## src/rtl/oag_pkg.sv

```systemverilog
// Package: shared mode codes and helpers for the operand address generator.
// Assumes a 4-bit mode field; codes above AM_ABSY are treated as "no address".
package oag_pkg;

    localparam int MODE_W = 4;

    typedef enum logic [MODE_W-1:0] {
        AM_IMM     = 4'd0,
        AM_DP      = 4'd1,
        AM_DPX     = 4'd2,
        AM_DPY     = 4'd3,
        AM_PRE_IND = 4'd4,
        AM_POST_IND= 4'd5,
        AM_ABS     = 4'd6,
        AM_ABSX    = 4'd7,
        AM_ABSY    = 4'd8
    } amode_e;

    // True for the two modes that fetch a pointer from memory.
    function automatic logic is_ptr_mode(input logic [MODE_W-1:0] m);
        return (m == AM_PRE_IND) || (m == AM_POST_IND);
    endfunction

endpackage

```

## src/rtl/oag_addr_calc.sv

```systemverilog
// Module: oag_addr_calc
// Purely combinational address arithmetic for every mode. It produces the
// final address of the non-pointer modes, the pointer location of the pointer
// modes and the index that must be added after the pointer is read.
// Assumes the address is exactly two data bytes wide; sums wrap at that width.
module oag_addr_calc
    import oag_pkg::*;
#(
    parameter int DATA_W = 8
) (
    input  logic [MODE_W-1:0]   mode,
    input  logic [DATA_W-1:0]   opnd_lo,
    input  logic [DATA_W-1:0]   opnd_hi,
    input  logic [DATA_W-1:0]   idx_x,
    input  logic [DATA_W-1:0]   idx_y,
    input  logic                dp_sel,
    output logic [2*DATA_W-1:0] direct_ea,
    output logic [2*DATA_W-1:0] ptr_loc,
    output logic [DATA_W-1:0]   post_idx,
    output logic                no_addr,
    output logic                ptr_mode
);

    localparam int ADDR_W = 2 * DATA_W;

    logic [ADDR_W-1:0] page_base;
    logic [ADDR_W-1:0] ext_lo;
    logic [ADDR_W-1:0] ext_x;
    logic [ADDR_W-1:0] ext_y;
    logic [ADDR_W-1:0] dp_addr;
    logic [ADDR_W-1:0] abs_addr;

    // Zero-extend the bytes and place the page flag just above the offset.
    always_comb begin
        page_base = {{(DATA_W-1){1'b0}}, dp_sel, {DATA_W{1'b0}}};
        ext_lo    = {{DATA_W{1'b0}}, opnd_lo};
        ext_x     = {{DATA_W{1'b0}}, idx_x};
        ext_y     = {{DATA_W{1'b0}}, idx_y};
        dp_addr   = page_base + ext_lo;
        abs_addr  = {opnd_hi, opnd_lo};
    end

    // Select the per-mode address and the pointer location.
    always_comb begin
        direct_ea = '0;
        ptr_loc   = dp_addr;
        post_idx  = '0;
        no_addr   = 1'b0;
        ptr_mode  = is_ptr_mode(mode);
        case (mode)
            AM_DP:       direct_ea = dp_addr;
            AM_DPX:      direct_ea = dp_addr + ext_x;
            AM_DPY:      direct_ea = dp_addr + ext_y;
            AM_ABS:      direct_ea = abs_addr;
            AM_ABSX:     direct_ea = abs_addr + ext_x;
            AM_ABSY:     direct_ea = abs_addr + ext_y;
            AM_PRE_IND:  ptr_loc   = dp_addr + ext_x;
            AM_POST_IND: post_idx  = idx_y;
            default:     no_addr   = 1'b1;
        endcase
    end

endmodule

```

## src/rtl/oag_ptr_fetch.sv

```systemverilog
// Module: oag_ptr_fetch
// Two-read sequencer that fetches a little-endian pointer from a byte-wide
// port and adds a post index. One request per cycle; data arrives the cycle
// after its request. Result is presented combinationally in the FIN state.
module oag_ptr_fetch #(
    parameter int DATA_W = 8
) (
    input  logic                clk,
    input  logic                rst_n,
    input  logic                launch,
    input  logic [2*DATA_W-1:0] ptr_loc,
    input  logic [DATA_W-1:0]   post_idx,
    output logic                rd_req,
    output logic [2*DATA_W-1:0] rd_addr,
    input  logic [DATA_W-1:0]   rd_data,
    output logic                busy,
    output logic                fin,
    output logic [2*DATA_W-1:0] ptr_ea
);

    localparam int ADDR_W = 2 * DATA_W;

    typedef enum logic [1:0] {PF_IDLE, PF_RD_LO, PF_RD_HI, PF_FIN} pf_state_e;

    pf_state_e         state_q;
    logic [ADDR_W-1:0] loc_q;
    logic [DATA_W-1:0] idx_q;
    logic [DATA_W-1:0] lo_q;

    // Sequence the two reads and the final assembly.
    always_ff @(posedge clk) begin
        if (!rst_n) begin
            state_q <= PF_IDLE;
            loc_q   <= '0;
            idx_q   <= '0;
            lo_q    <= '0;
        end else begin
            case (state_q)
                PF_IDLE: if (launch) begin
                    loc_q   <= ptr_loc;
                    idx_q   <= post_idx;
                    state_q <= PF_RD_LO;
                end
                PF_RD_LO: state_q <= PF_RD_HI;
                PF_RD_HI: begin
                    lo_q    <= rd_data;
                    state_q <= PF_FIN;
                end
                default: state_q <= PF_IDLE;
            endcase
        end
    end

    // Drive the read port from the current state.
    always_comb begin
        rd_req  = (state_q == PF_RD_LO) || (state_q == PF_RD_HI);
        rd_addr = (state_q == PF_RD_HI) ? loc_q + ADDR_W'(1) : loc_q;
    end

    // Assemble the pointer from the returning high byte and add the index.
    always_comb begin
        busy   = (state_q != PF_IDLE);
        fin    = (state_q == PF_FIN);
        ptr_ea = {rd_data, lo_q} + {{DATA_W{1'b0}}, idx_q};
    end

endmodule

```

## src/rtl/operand_ea_gen.sv

```systemverilog
// Module: operand_ea_gen (top)
// Accepts a request when idle, computes arithmetic modes in one cycle and
// hands pointer modes to the fetch sequencer. Registers done/ea/no_addr.
// Assumes start is ignored while a pointer fetch is running.
module operand_ea_gen
    import oag_pkg::*;
#(
    parameter int DATA_W = 8,
    localparam int ADDR_W = 2 * DATA_W
) (
    input  logic              clk,
    input  logic              rst_n,
    input  logic              start,
    input  logic [MODE_W-1:0] mode,
    input  logic [DATA_W-1:0] opnd_lo,
    input  logic [DATA_W-1:0] opnd_hi,
    input  logic [DATA_W-1:0] idx_x,
    input  logic [DATA_W-1:0] idx_y,
    input  logic              dp_sel,
    output logic              rd_req,
    output logic [ADDR_W-1:0] rd_addr,
    input  logic [DATA_W-1:0] rd_data,
    output logic              done,
    output logic [ADDR_W-1:0] ea,
    output logic              no_addr
);

    logic [ADDR_W-1:0] direct_ea;
    logic [ADDR_W-1:0] ptr_loc;
    logic [DATA_W-1:0] post_idx;
    logic              calc_no_addr;
    logic              ptr_mode;
    logic              busy;
    logic              fin;
    logic [ADDR_W-1:0] ptr_ea;
    logic              accept;
    logic              done_q;
    logic [ADDR_W-1:0] ea_q;
    logic              no_addr_q;

    oag_addr_calc #(.DATA_W(DATA_W)) u_calc (
        .mode      (mode),
        .opnd_lo   (opnd_lo),
        .opnd_hi   (opnd_hi),
        .idx_x     (idx_x),
        .idx_y     (idx_y),
        .dp_sel    (dp_sel),
        .direct_ea (direct_ea),
        .ptr_loc   (ptr_loc),
        .post_idx  (post_idx),
        .no_addr   (calc_no_addr),
        .ptr_mode  (ptr_mode)
    );

    // A request is taken only when no pointer fetch is pending.
    always_comb accept = start && !busy;

    oag_ptr_fetch #(.DATA_W(DATA_W)) u_fetch (
        .clk      (clk),
        .rst_n    (rst_n),
        .launch   (accept && ptr_mode),
        .ptr_loc  (ptr_loc),
        .post_idx (post_idx),
        .rd_req   (rd_req),
        .rd_addr  (rd_addr),
        .rd_data  (rd_data),
        .busy     (busy),
        .fin      (fin),
        .ptr_ea   (ptr_ea)
    );

    // Register the result of whichever path finishes this cycle.
    always_ff @(posedge clk) begin
        if (!rst_n) begin
            done_q    <= 1'b0;
            ea_q      <= '0;
            no_addr_q <= 1'b0;
        end else begin
            done_q <= fin || (accept && !ptr_mode);
            if (fin) begin
                ea_q      <= ptr_ea;
                no_addr_q <= 1'b0;
            end else if (accept && !ptr_mode) begin
                ea_q      <= direct_ea;
                no_addr_q <= calc_no_addr;
            end
        end
    end

    // Present the registered result.
    always_comb begin
        done    = done_q;
        ea      = ea_q;
        no_addr = no_addr_q;
    end

endmodule

```

## config.mk

```make
export PLATFORM = sky130hd
export DESIGN_NAME = operand_ea_gen
export DESIGN_NICKNAME = d
export VERILOG_FILES = /design/src/rtl/oag_pkg.sv /design/src/rtl/oag_addr_calc.sv /design/src/rtl/oag_ptr_fetch.sv /design/src/rtl/operand_ea_gen.sv
export SDC_FILE = /design/constraint.sdc
export NUM_CORES = 1
export LEC_CHECK = 0
export BUFFER_PORTS_ARGS = -buffer_cell sky130_fd_sc_hd__buf_2
export CORE_AREA = 2 2 116 118
export DETAILED_ROUTE_END_ITERATION = 10
export DIE_AREA = 0 0 118 120
export HOLD_SLACK_MARGIN = 0.15
export PLACE_DENSITY = 0.53
export SYNTH_ARGS = -nofsm -noshare
export SYNTH_HDL_FRONTEND = slang
export SYNTH_SLANG_ARGS = --single-unit
```

## constraint.sdc

```tcl
create_clock -name clk -period 7.3 [get_ports clk]
set_clock_uncertainty 0.05 [all_clocks]
set_input_delay 1.095 -clock clk [delete_from_list [all_inputs] [get_ports clk]]
set_output_delay 1.095 -clock clk [all_outputs]
set_load 0.1 [all_outputs]
```

==> results.md <==
- Share of Yosys cell area claimed by the top area cell type: just over 20%
- Fill count: about 1400
- Most frequent cells in the layout: buf_2 (77), nand2_1 (76), dfxtp_1 (46)
- Relative slew slack: between 10% and 20%
- Cell Chain, Critical Path: buf_2, or4b_4, nor2_1, a21o_1, inv_1, fa_1, nand3b_1, nand4_1, a21oi_1, o21a_1, o41ai_1, a21oi_1
- Seq cells post-synth: 46
- Setup WS pre-CTS: roughly 3 ns
- Maxcap violations: 0
- Worst-path maximum fanout: 30
- H-Tree Depth: 2
- R2R Path Start: u_fetch.lo_q[0]$_SDFFE_PN0P_
- CP endpoint kind: register
- Sw frac: 36.6%
- R2R Setup Slk: roughly 4.6 ns
- Final worst setup slack: roughly 3.3 ns
- Site Rows: between 40 and 50
- DR vias/cell: between 5 and 6
- Sum of negative setup slack: 0 ns
- RD Place Congestion: around 0.98
- Wirelength per Cell: between 15 and 20 um
- RSZ-0062 raised after global routing: no
- Io pins: 83
- Peak Freq: 248 MHz
- Synth Flop Type: dfxtp_1
- CTS Buf Count: 5
- Largest net degree at the start of global routing: 34
- Synth area leader: dfxtp_1
- Residual DRC: 0
- CTS sink cnt: between 40 and 50
- DP Area: a little under 5000 um2
- DRT Pass-1 Iters: 4
- Commonest non-fill, non-tap cell in the layout: buf_2
- Switching pwr: between 0.2 and 0.3 mW
- Crit path max-delay cell type: or4b_4
- Worst vdd ir: slightly above 0.0001 V
- Final net count: around 740
- Worst hold start: u_fetch.idx_q[0]$_SDFFE_PN0P_
- EDFF count, synth: 0
- Core area: about 13000 um2
- CTS root buffer: clkbuf_16
- Status: completed
- Tightest Pin Transition: 1.25 ns
- Hold_buf cts: 0
- Clock Latency Late Sink: 0.29 ns
- ANT cells: 0
- Initial Utilization: around a third
- CTS tree: yes
- Util after Layout: between 30% and 40%
- Vias post-DR: about 4700
- Top cell by count, worst path: a21oi_1
- Die Span Y: between 100 and 150 um
- Final hold vios: 0
- FF-to-FF End: ea[14]$_SDFFE_PN0P_
- Hold path cells: 2
- FF+latch area: 921 um2
- Power Internal: roughly 0.50 mW
- Comb pwr share: about 33%
- Area of the mapped netlist: 4430 um2
- Flop pwr share: about 34%
- Global-route wire length before repair: ~24000 um
- Number of global-route vias before repair: 4369
- Sequential-to-total area share from yosys stat: roughly 21%
- Clock power frac: around a third
- WS Path Type: primary input to register
- Placed Instances: a little over 800
- DRT iter0 DRCs: 328
- CP arrival: ~4.2 ns
- Buffer count from post-CTS setup fixing: 0
- Total Routing Usage GR: 21.3%
- Die Width: between 100 and 150 um
- GRT overflow: 0
- P_leak: 2.07 nW
- Tot Pwr: roughly 0.8 mW
- Mapped Cells: around 590
- Antenna violations before repair: 0
- Fin crit share: 55.3%
- Hold Crit Endpoint: u_fetch.idx_q[0]$_SDFFE_PN0P_
- R2R cell count: 9
- Multi-input gate area: around 3300 um2
- Wirelength, routed: 15300 um
- Maximum clock path buffer count: 2
- Final Instance Count excl. Fillers: about 830
- Die area: roughly 14000 um2
- Final instance area: 5090 um2
- Worst Setup Start Kind: primary input
- CTS resizes: 0
- Pwr dens: ~150 nW/um2
- Largest stage delay, worst path: a little over 0.7 ns
- Synth warnings: 0
- Fin crit period: just over 4 ns
- Slew Viols, Final: 0
- Hold Path Class: register to register
- HPWL Detailed: about 12000 um
- # port buffers: 77
- Share of cells above drive strength 1: around 15%
- Largest cells by area after synthesis: dfxtp_1 (21%), ha_1 (10%), nand2_1 (6.4%)
- P&R area growth vs syn: 14.8%
- Syn avg cell area: ~7.5 um2
- Register clock-pin slew on the reported worst setup and hold paths: roughly 0.070 ns
- Final Setup Violations: 0
- Required time of the critical path: 7.42 ns
- Share of synthesized flip-flops with an asynchronous set or reset: 0%
- Routed Antenna Nets: 0
- Worst Hold Slack: around 0.4 ns
- Synth unique cells: 69
cells in the mapped netlist (8+ instances only):
cell,count
mux2i_1,13
nor3_1,17
a21o_1,9
and3_1,10
nor2_1,37
o21ai_0,31
a211oi_1,9
ha_1,37
a21oi_1,41
clkbuf_1,15
dfxtp_1,46
nand3_1,28
a31oi_1,9
nand2_1,76
inv_1,25
xnor2_1,24
o21a_1,8
o221ai_1,8
state kept, by name (all words and copies together), names as in the netlist:
register         count
u_fetch.loc_q       10
u_fetch.state_q      2
done                 1
u_fetch.lo_q         8
ea                  16
no_addr              1
u_fetch.idx_q        8
power groups by stage:
stage / registers [mW] / clock network (mW) / logic (mW)
global placement: 0.269 / 0 / 0.256
global route: 0.264 / 0.278 / 0.282
CTS: 0.263 / 0.265 / 0.259
floorplan: 0.299 / 0 / 0.158
detailed placement: 0.269 / 0 / 0.257
finish: 0.263 / 0.261 / 0.261
logic make-up after synthesis:
| group | after synthesis | share of synthesized area [%] |
|---|---|---|
| compound gates | 184 | 28.2 |
| xor+xnor | 31 | 6.12 |
| fa+ha+maj | 41 | 12.2 |
| buf+inv | 55 | 5.28 |
| flops | 46 | 20.8 |
| mux | 15 | 3.44 |
| other cells | 1 | 0.0846 |
| simple gates | 215 | 23.9 |
worst max path at each step:
stage / startpoint / slack [ns] / end / cells past startpoint
2_1_floorplan: u_fetch.state_q[0]$_SDFFE_PN0P_ / 3.30 / rd_addr[2] / 6
3_3_place_gp: mode[0] / 3.12 / ea[12]$_SDFFE_PN0P_ / 12
3_5_place_dp: mode[0] / 3.00 / ea[8]$_SDFFE_PN0P_ / 12
4_1_cts: mode[0] / 3.27 / ea[8]$_SDFFE_PN0P_ / 12
5_1_grt: mode[0] / 3.04 / ea[8]$_SDFFE_PN0P_ / 12
6_report: mode[0] / 3.26 / ea[8]$_SDFFE_PN0P_ / 12
critical path: cells and delay by family:
family | cells | cell delay [ns]
AO/OA/AOI/OAI | 5 | 0.94
buffers and inverters | 2 | 0.33
adder cells (fa/ha/maj) | 1 | 0.44
AND/OR/NAND/NOR | 4 | 1.33
per-layer routing:
layer | GRT usage, % | part of all wire (%) | up-vias
li1 | - | - | 2303
met5 | 0 | 0 | -
met3 | 3.42 | 5.7 | 24
met2 | 34.7 | 45 | 139
met1 | 29.3 | 47 | 2198
met4 | 5.80 | 2.3 | 0
cell type report:
class	count	share of cell area [%]
repair buffers	78	7.72
clock inverters	2	0.737
well taps	176	4.33
flip-flops and latches	46	18.1
clock buffers	6	2.53
multi-input cells	491	64.7
inverters	26	1.92
(Power assumes the default switching activity.)
